`src/rtl/brj_pkg.sv`:
```
package brj_pkg;

    typedef enum logic [1:0] {
        KIND_NONE = 2'b00,
        KIND_BR   = 2'b01,
        KIND_JAL  = 2'b10,
        KIND_JALR = 2'b11
    } kind_e;

    typedef enum logic [2:0] {
        COND_EQ  = 3'b000,
        COND_NE  = 3'b001,
        COND_RS2 = 3'b010,
        COND_RS3 = 3'b011,
        COND_LT  = 3'b100,
        COND_GE  = 3'b101,
        COND_LTU = 3'b110,
        COND_GEU = 3'b111
    } cond_e;

endpackage

```
`src/rtl/brj_cond.sv`:
```
module brj_cond #(
    parameter int XLEN = 32
) (
    input  logic [XLEN-1:0] lhs,
    input  logic [XLEN-1:0] rhs,
    input  logic [2:0]      cond,
    output logic            hit
);
    import brj_pkg::*;

    logic eq_w;
    logic slt_w;
    logic ult_w;

    always_comb begin
        eq_w  = (lhs == rhs);
        slt_w = ($signed(lhs) < $signed(rhs));
        ult_w = (lhs < rhs);
        case (cond_e'(cond))
            COND_EQ:  hit = eq_w;
            COND_NE:  hit = !eq_w;
            COND_LT:  hit = slt_w;
            COND_GE:  hit = !slt_w;
            COND_LTU: hit = ult_w;
            COND_GEU: hit = !ult_w;
            default:  hit = 1'b0;
        endcase
    end

    // equal operands can never satisfy a strict less-than test
    always_comb begin
        if (eq_w) begin
            a_r3_eq_not_less: assert (!slt_w && !ult_w);
        end
    end
endmodule

```
`src/rtl/brj_addr.sv`:
```
module brj_addr #(
    parameter int XLEN     = 32,
    parameter int LINK_INC = 4
) (
    input  logic [XLEN-1:0] pc,
    input  logic [XLEN-1:0] base_reg,
    input  logic [XLEN-1:0] disp,
    input  logic            use_reg,
    input  logic            taken,
    output logic [XLEN-1:0] target,
    output logic [XLEN-1:0] link
);
    logic [XLEN-1:0] pc_rel_w;
    logic [XLEN-1:0] reg_rel_w;
    logic [XLEN-1:0] seq_w;

    // All three adders evaluate in parallel; the selection is last.
    always_comb begin
        pc_rel_w  = pc + disp;
        reg_rel_w = base_reg + disp;
        reg_rel_w[0] = 1'b0;
        seq_w     = pc + XLEN'(LINK_INC);
        link      = seq_w;
        if (!taken) begin
            target = seq_w;
        end else if (use_reg) begin
            target = reg_rel_w;
        end else begin
            target = pc_rel_w;
        end
    end

    // a register-relative target is always halfword aligned
    always_comb begin
        if (taken && use_reg) begin
            a_r7_reg_target_even: assert (target[0] == 1'b0);
        end
    end
endmodule

```
`src/rtl/brj_unit.sv`:
```
module brj_unit #(
    parameter int XLEN     = 32,
    parameter int REG_AW   = 5,
    parameter int LINK_INC = 4
) (
    input  logic              clk,
    input  logic              rst_n,
    input  logic              in_valid,
    input  logic [1:0]        in_kind,
    input  logic [2:0]        in_cond,
    input  logic [XLEN-1:0]   in_opa,
    input  logic [XLEN-1:0]   in_opb,
    input  logic [XLEN-1:0]   in_pc,
    input  logic [XLEN-1:0]   in_disp,
    input  logic [REG_AW-1:0] in_rd,
    output logic              out_valid,
    output logic              out_taken,
    output logic [XLEN-1:0]   out_target,
    output logic [XLEN-1:0]   out_link,
    output logic              out_wr_en,
    output logic [REG_AW-1:0] out_wr_idx
);
    import brj_pkg::*;

    localparam logic [REG_AW-1:0] ZERO_REG = '0;

    typedef struct packed {
        logic              valid;
        logic              taken;
        logic [XLEN-1:0]   target;
        logic [XLEN-1:0]   link;
        logic              wr_en;
        logic [REG_AW-1:0] wr_idx;
    } res_t;

    res_t res_d, res_q;

    kind_e           kind_w;
    logic            is_jump_w;
    logic            is_br_w;
    logic [XLEN-1:0] cmp_rhs_w;
    logic [2:0]      cmp_cond_w;
    logic            cmp_hit_w;
    logic            taken_w;
    logic [XLEN-1:0] target_w;
    logic [XLEN-1:0] link_w;

    // Jumps reuse the comparator: same value on both sides, equality test.
    always_comb begin
        kind_w     = kind_e'(in_kind);
        is_jump_w  = (kind_w == KIND_JAL) || (kind_w == KIND_JALR);
        is_br_w    = (kind_w == KIND_BR);
        cmp_rhs_w  = is_jump_w ? in_opa : in_opb;
        cmp_cond_w = is_jump_w ? 3'(COND_EQ) : in_cond;
    end

    brj_cond #(.XLEN(XLEN)) u_cond (
        .lhs  (in_opa),
        .rhs  (cmp_rhs_w),
        .cond (cmp_cond_w),
        .hit  (cmp_hit_w)
    );

    always_comb begin
        taken_w = (is_br_w || is_jump_w) && cmp_hit_w;
    end

    brj_addr #(.XLEN(XLEN), .LINK_INC(LINK_INC)) u_addr (
        .pc       (in_pc),
        .base_reg (in_opa),
        .disp     (in_disp),
        .use_reg  (kind_w == KIND_JALR),
        .taken    (taken_w),
        .target   (target_w),
        .link     (link_w)
    );

    always_comb begin
        res_d = '0;
        if (in_valid) begin
            res_d.valid  = 1'b1;
            res_d.taken  = taken_w;
            res_d.target = target_w;
            res_d.link   = link_w;
            res_d.wr_en  = is_jump_w && (in_rd != ZERO_REG);
            res_d.wr_idx = in_rd;
        end
    end

    always_ff @(posedge clk or negedge rst_n) begin
        if (!rst_n) begin
            res_q <= '0;
        end else begin
            res_q <= res_d;
        end
    end

    always_comb begin
        out_valid  = res_q.valid;
        out_taken  = res_q.taken;
        out_target = res_q.target;
        out_link   = res_q.link;
        out_wr_en  = res_q.wr_en;
        out_wr_idx = res_q.wr_idx;
    end

    // nothing is taken or written without a valid result
    a_r1_idle_quiet: assert property (@(posedge clk) disable iff (!rst_n)
        !out_valid |-> (!out_taken && !out_wr_en));

    // one cycle of latency on the valid bit
    a_r2_valid_follows: assert property (@(posedge clk) disable iff (!rst_n)
        in_valid |=> out_valid);
    a_r2_bubble_follows: assert property (@(posedge clk) disable iff (!rst_n)
        !in_valid |=> !out_valid);

    // a branch never writes a register
    a_r5_branch_no_write: assert property (@(posedge clk) disable iff (!rst_n)
        (in_valid && in_kind == 2'b01) |=> !out_wr_en);

    // every jump is taken
    a_r6_jump_taken: assert property (@(posedge clk) disable iff (!rst_n)
        (in_valid && in_kind[1]) |=> out_taken);

    // register 0 is never written
    a_r8_no_x0_write: assert property (@(posedge clk) disable iff (!rst_n)
        out_wr_en |-> (out_wr_idx != ZERO_REG));

    // a not-taken result falls through to the next instruction
    a_r4_fallthrough: assert property (@(posedge clk) disable iff (!rst_n)
        (in_valid && !in_kind[1]) |=> (out_taken || out_target == $past(in_pc) + XLEN'(LINK_INC)));

    // a non-control entry does nothing
    a_r9_none_inert: assert property (@(posedge clk) disable iff (!rst_n)
        (in_valid && in_kind == 2'b00) |=> (!out_taken && !out_wr_en));
endmodule

```
`config.mk`:
```
export PLATFORM = sky130hd
export DESIGN_NAME = brj_unit
export DESIGN_NICKNAME = d
export VERILOG_FILES = /design/src/rtl/brj_pkg.sv /design/src/rtl/brj_cond.sv /design/src/rtl/brj_addr.sv /design/src/rtl/brj_unit.sv
export SDC_FILE = /design/constraint.sdc
export NUM_CORES = 1
export LEC_CHECK = 0
export ABC_AREA = 1
export CAP_MARGIN = 10
export CORE_MARGIN = 1
export CORE_UTILIZATION = 25
export CTS_BUF_LIST = sky130_fd_sc_hd__clkbuf_16
export DETAILED_ROUTE_END_ITERATION = 12
export GPL_ROUTABILITY_DRIVEN = 0
export PLACE_DENSITY = 0.55
export SYNTH_ARGS = -nofsm -noshare
export SYNTH_HDL_FRONTEND = slang
export SYNTH_SLANG_ARGS = --single-unit
```
`constraint.sdc`:
```
create_clock -name clk -period 0.8 [get_ports clk]
set_input_delay 0.08 -clock clk [delete_from_list [all_inputs] [get_ports clk]]
set_output_delay 0.08 -clock clk [all_outputs]
set_load 0.02 [all_outputs]
```
==> results.cfg <==
[synthesis]
syn_area_um2 = 8880
syn_inst = 1419
ys.warnings.count = 0
yosysTopAreaCell = dfrtp_1
synthTopCellsByArea = dfrtp_1, nand2_1, ha_1, nor2_1, inv_1
synth_cell_types = 43
synth_area_per_cell_um2 = 6.26
yosysSeqAreaShare = 0.203
synth_flop_cell = dfrtp_1
synth_top_area_share = 0.203
synth_edf_count = 0
postSynth.asyncResetShare = 1.00
synth_fp_nets = 1656
ys_seq_elements = 72

[sta]
final-setup-viol-count = 131
rsz0062_at_grt = true
worst_slack_ns = -1.53
slew_headroom = 0.718
setup-tns-final_ns = -69.32
worst_slew_pin_slew_ns = 0.419
fin_crit_sh = 2.92
finalHoldViolations = 0
slew_violations = 0
hold-worst-slack_ns = 0.0653
max_freq_mhz = 429
period_minus_slack_ns = 2.33

[route]
routed_wl_um = 42800
route.antenna.remaining_nets = 0
drt_iter0_markers = 860
dr.pass1.iters = 5
routedWlPerCell_um = 17.3
vias = 12100
vias_per_cell = 4.88
drc = 0

[flow_run]
drv_cap = 0

[finish]
final.fill_count = 3358
stdcell_count = 2480
area_growth_pct = 90.9
final_area_um2 = 17000
final_nets = 2257
final_core_util = 0.489
drive_gt1_frac = 0.392
diodes = 0

[cts]
cts_buffers = 9
cts_buffer_depth = 2
clk_pin_slew_worst_paths_ns = 0.06
cts_max_level = 3
cts_sinks = 72
cts-root-buf = clkbuf_16
cts_tree = yes

[setup_path]
cpPeakStageDelay_ns = 0.29
critPathKind = primary input to flop
critPathTopFamily = simple AND/OR/NAND/NOR gates
critical_path_buf_inv_count = 5
startpoint = in_kind[1]
crit_slowest_cell = ha_1
path_common_cell = nand2_2
crit_end = out_target[18]
crit_path_max_fanout = 12
crit_required_ns = 1.01
cp-start-kind = primary input
cp_num_cells = 21
arrival_ns = 2.54
crit_chain = buf_12, buf_16, mux2i_1, ha_1, a21oi_1, nand2_1, a21oi_1, nand2_1, nand2_2, nand2_2, nand2_2, nand2_2, nand2_2, nand3_4, buf_6, nand2_8, buf_12, buf_12, nand2_2, nand2_1, nor2_1
cp-end-kind = flop

[die]
rows = 68
num_io_pins = 213
chipWidth_um = 191
die_area_um2 = 36300
fp.coreArea_um2 = 34700
die_h_um = 191
initial_core_util = 0.256

[worst_hold_path]
hold_class = primary input to flop

[place]
dp_cells = 2413
dp_hpwl_um = 33100
pre_cts_slack_ns = -2.02
portBuffers = 212
place_area_um2 = 14300

[grt]
grt_max_degree = 61
grt_remaining_overflow = 0
grt_usage = 0.224
antenna_found_initial = 0
grt_pass1_vias = 11600
grt_pass1_wl_um = 62500

[power]
powerDensity_nw_per_um2 = 1200
finalPower_mw = 20.3
p_leak_nw = 8.48
peakVddDrop_mv = 1.44

[run_status]
outcome = complete, but fails checks
violations = negative setup slack
[sequential cells by signal (all words and copies together) (netlist names)]
register    flops
out_link       32
out_taken       1
out_target     32
out_valid       1
out_wr_en       1
out_wr_idx      5
[cell type report]
cell class	instances	area, um^2	area share
clock buffer	9	225	0.0133
tap	455	569	0.0336
clock inverter	7	111	0.00657
multi-input combinational	1166	7900	0.466
inverter	154	613	0.0361
sequential	72	1800	0.106
timing repair buffer	617	5740	0.338
[cell families (layout without fill, tap and decap cells)]
logic type	count (synthesis)	in the layout	share of synthesized area
AOI/OAI and AO/OA	230	230	0.141
xor gates and xnor gates	31	31	0.0306
adders and majority gates	96	96	0.137
buffers and inverters	181	787	0.0818
DFF	72	72	0.203
muxes	32	32	0.0361
and+or+nand+nor	777	777	0.370
[synth_stat cells (all sizes together), types with 12 or more instances]
master / instances
dfrtp: 72
o21ai: 78
nand2: 385
nand3: 115
nor4: 15
nor2: 199
clkbuf: 16
xor2: 22
nor3: 24
a21oi: 113
ha: 94
o21a: 12
nand4: 27
inv: 153
mux2i: 32
[worst min path at each step]
stage | from | to | cells past startpoint
6_report | in_rd[4] | out_wr_idx[4] | 3
4_1_cts | in_rd[4] | out_wr_idx[4] | 3
3_5_place_dp | rst_n | out_wr_idx[2] | 2
2_1_floorplan | rst_n | out_link[0] | 0
3_3_place_gp | rst_n | out_wr_idx[2] | 2
5_1_grt | in_rd[4] | out_wr_idx[4] | 3
[layer usage]
layer	track usage	vias to the layer above	wire, um	part of all wire
li1	-	5926	-	-
met1	0.301	5632	18800	0.44
met2	0.373	463	19800	0.46
met3	0.0215	90	2560	0.060
met4	0.0760	0	1560	0.037
met5	0	-	0	0
[report_power, final]
group / internal [mW] / switching, mW / total, mW
registers: 3.97 / 0.178 / 4.14
clock network: 3.02 / 1.49 / 4.51
logic: 5.64 / 6.00 / 11.6
[tightest hold or removal path, delay by kind of cell]
| kind | cells | cell delay, ns |
|---|---|---|
| buf+inv | 2 | 0.23 |
| simple gates | 1 | 0.05 |
[repair_timing]
action	4_1_cts	5_1_grt
setup buffers	27	27
endpoints found under the setup margin	136	133
resized for setup	874	169
hold buffers	1	0
pin swaps	107	86
endpoints found under the hold margin	72	0
cloned	7	2
[layout by cell type, fill, tap and decap left out, types with 10 or more instances in the layout]
cell / n
buf_4: 336
nand2_1: 306
nor2_1: 166
inv_1: 134
buf_6: 127
nand3_1: 95
a21oi_1: 87
dlygate4sd2_1: 73
dfrtp_1: 72
ha_1: 62
nand2_2: 59
o21ai_0: 54
ha_4: 28
nand4_1: 27
mux2i_1: 25
a21oi_2: 25
clkdlybuf4s50_1: 21
nor2_4: 18
nand2_4: 18
buf_12: 17
o21ai_1: 16
nor2_2: 15
nor3_1: 15
dlymetal6s2s_1: 14
nand3_2: 13
inv_2: 12
o21a_1: 12
clkbuf_16: 11
a21o_1: 10
xor2_2: 10
No activity file was read; power rests on OpenSTA's default activity.
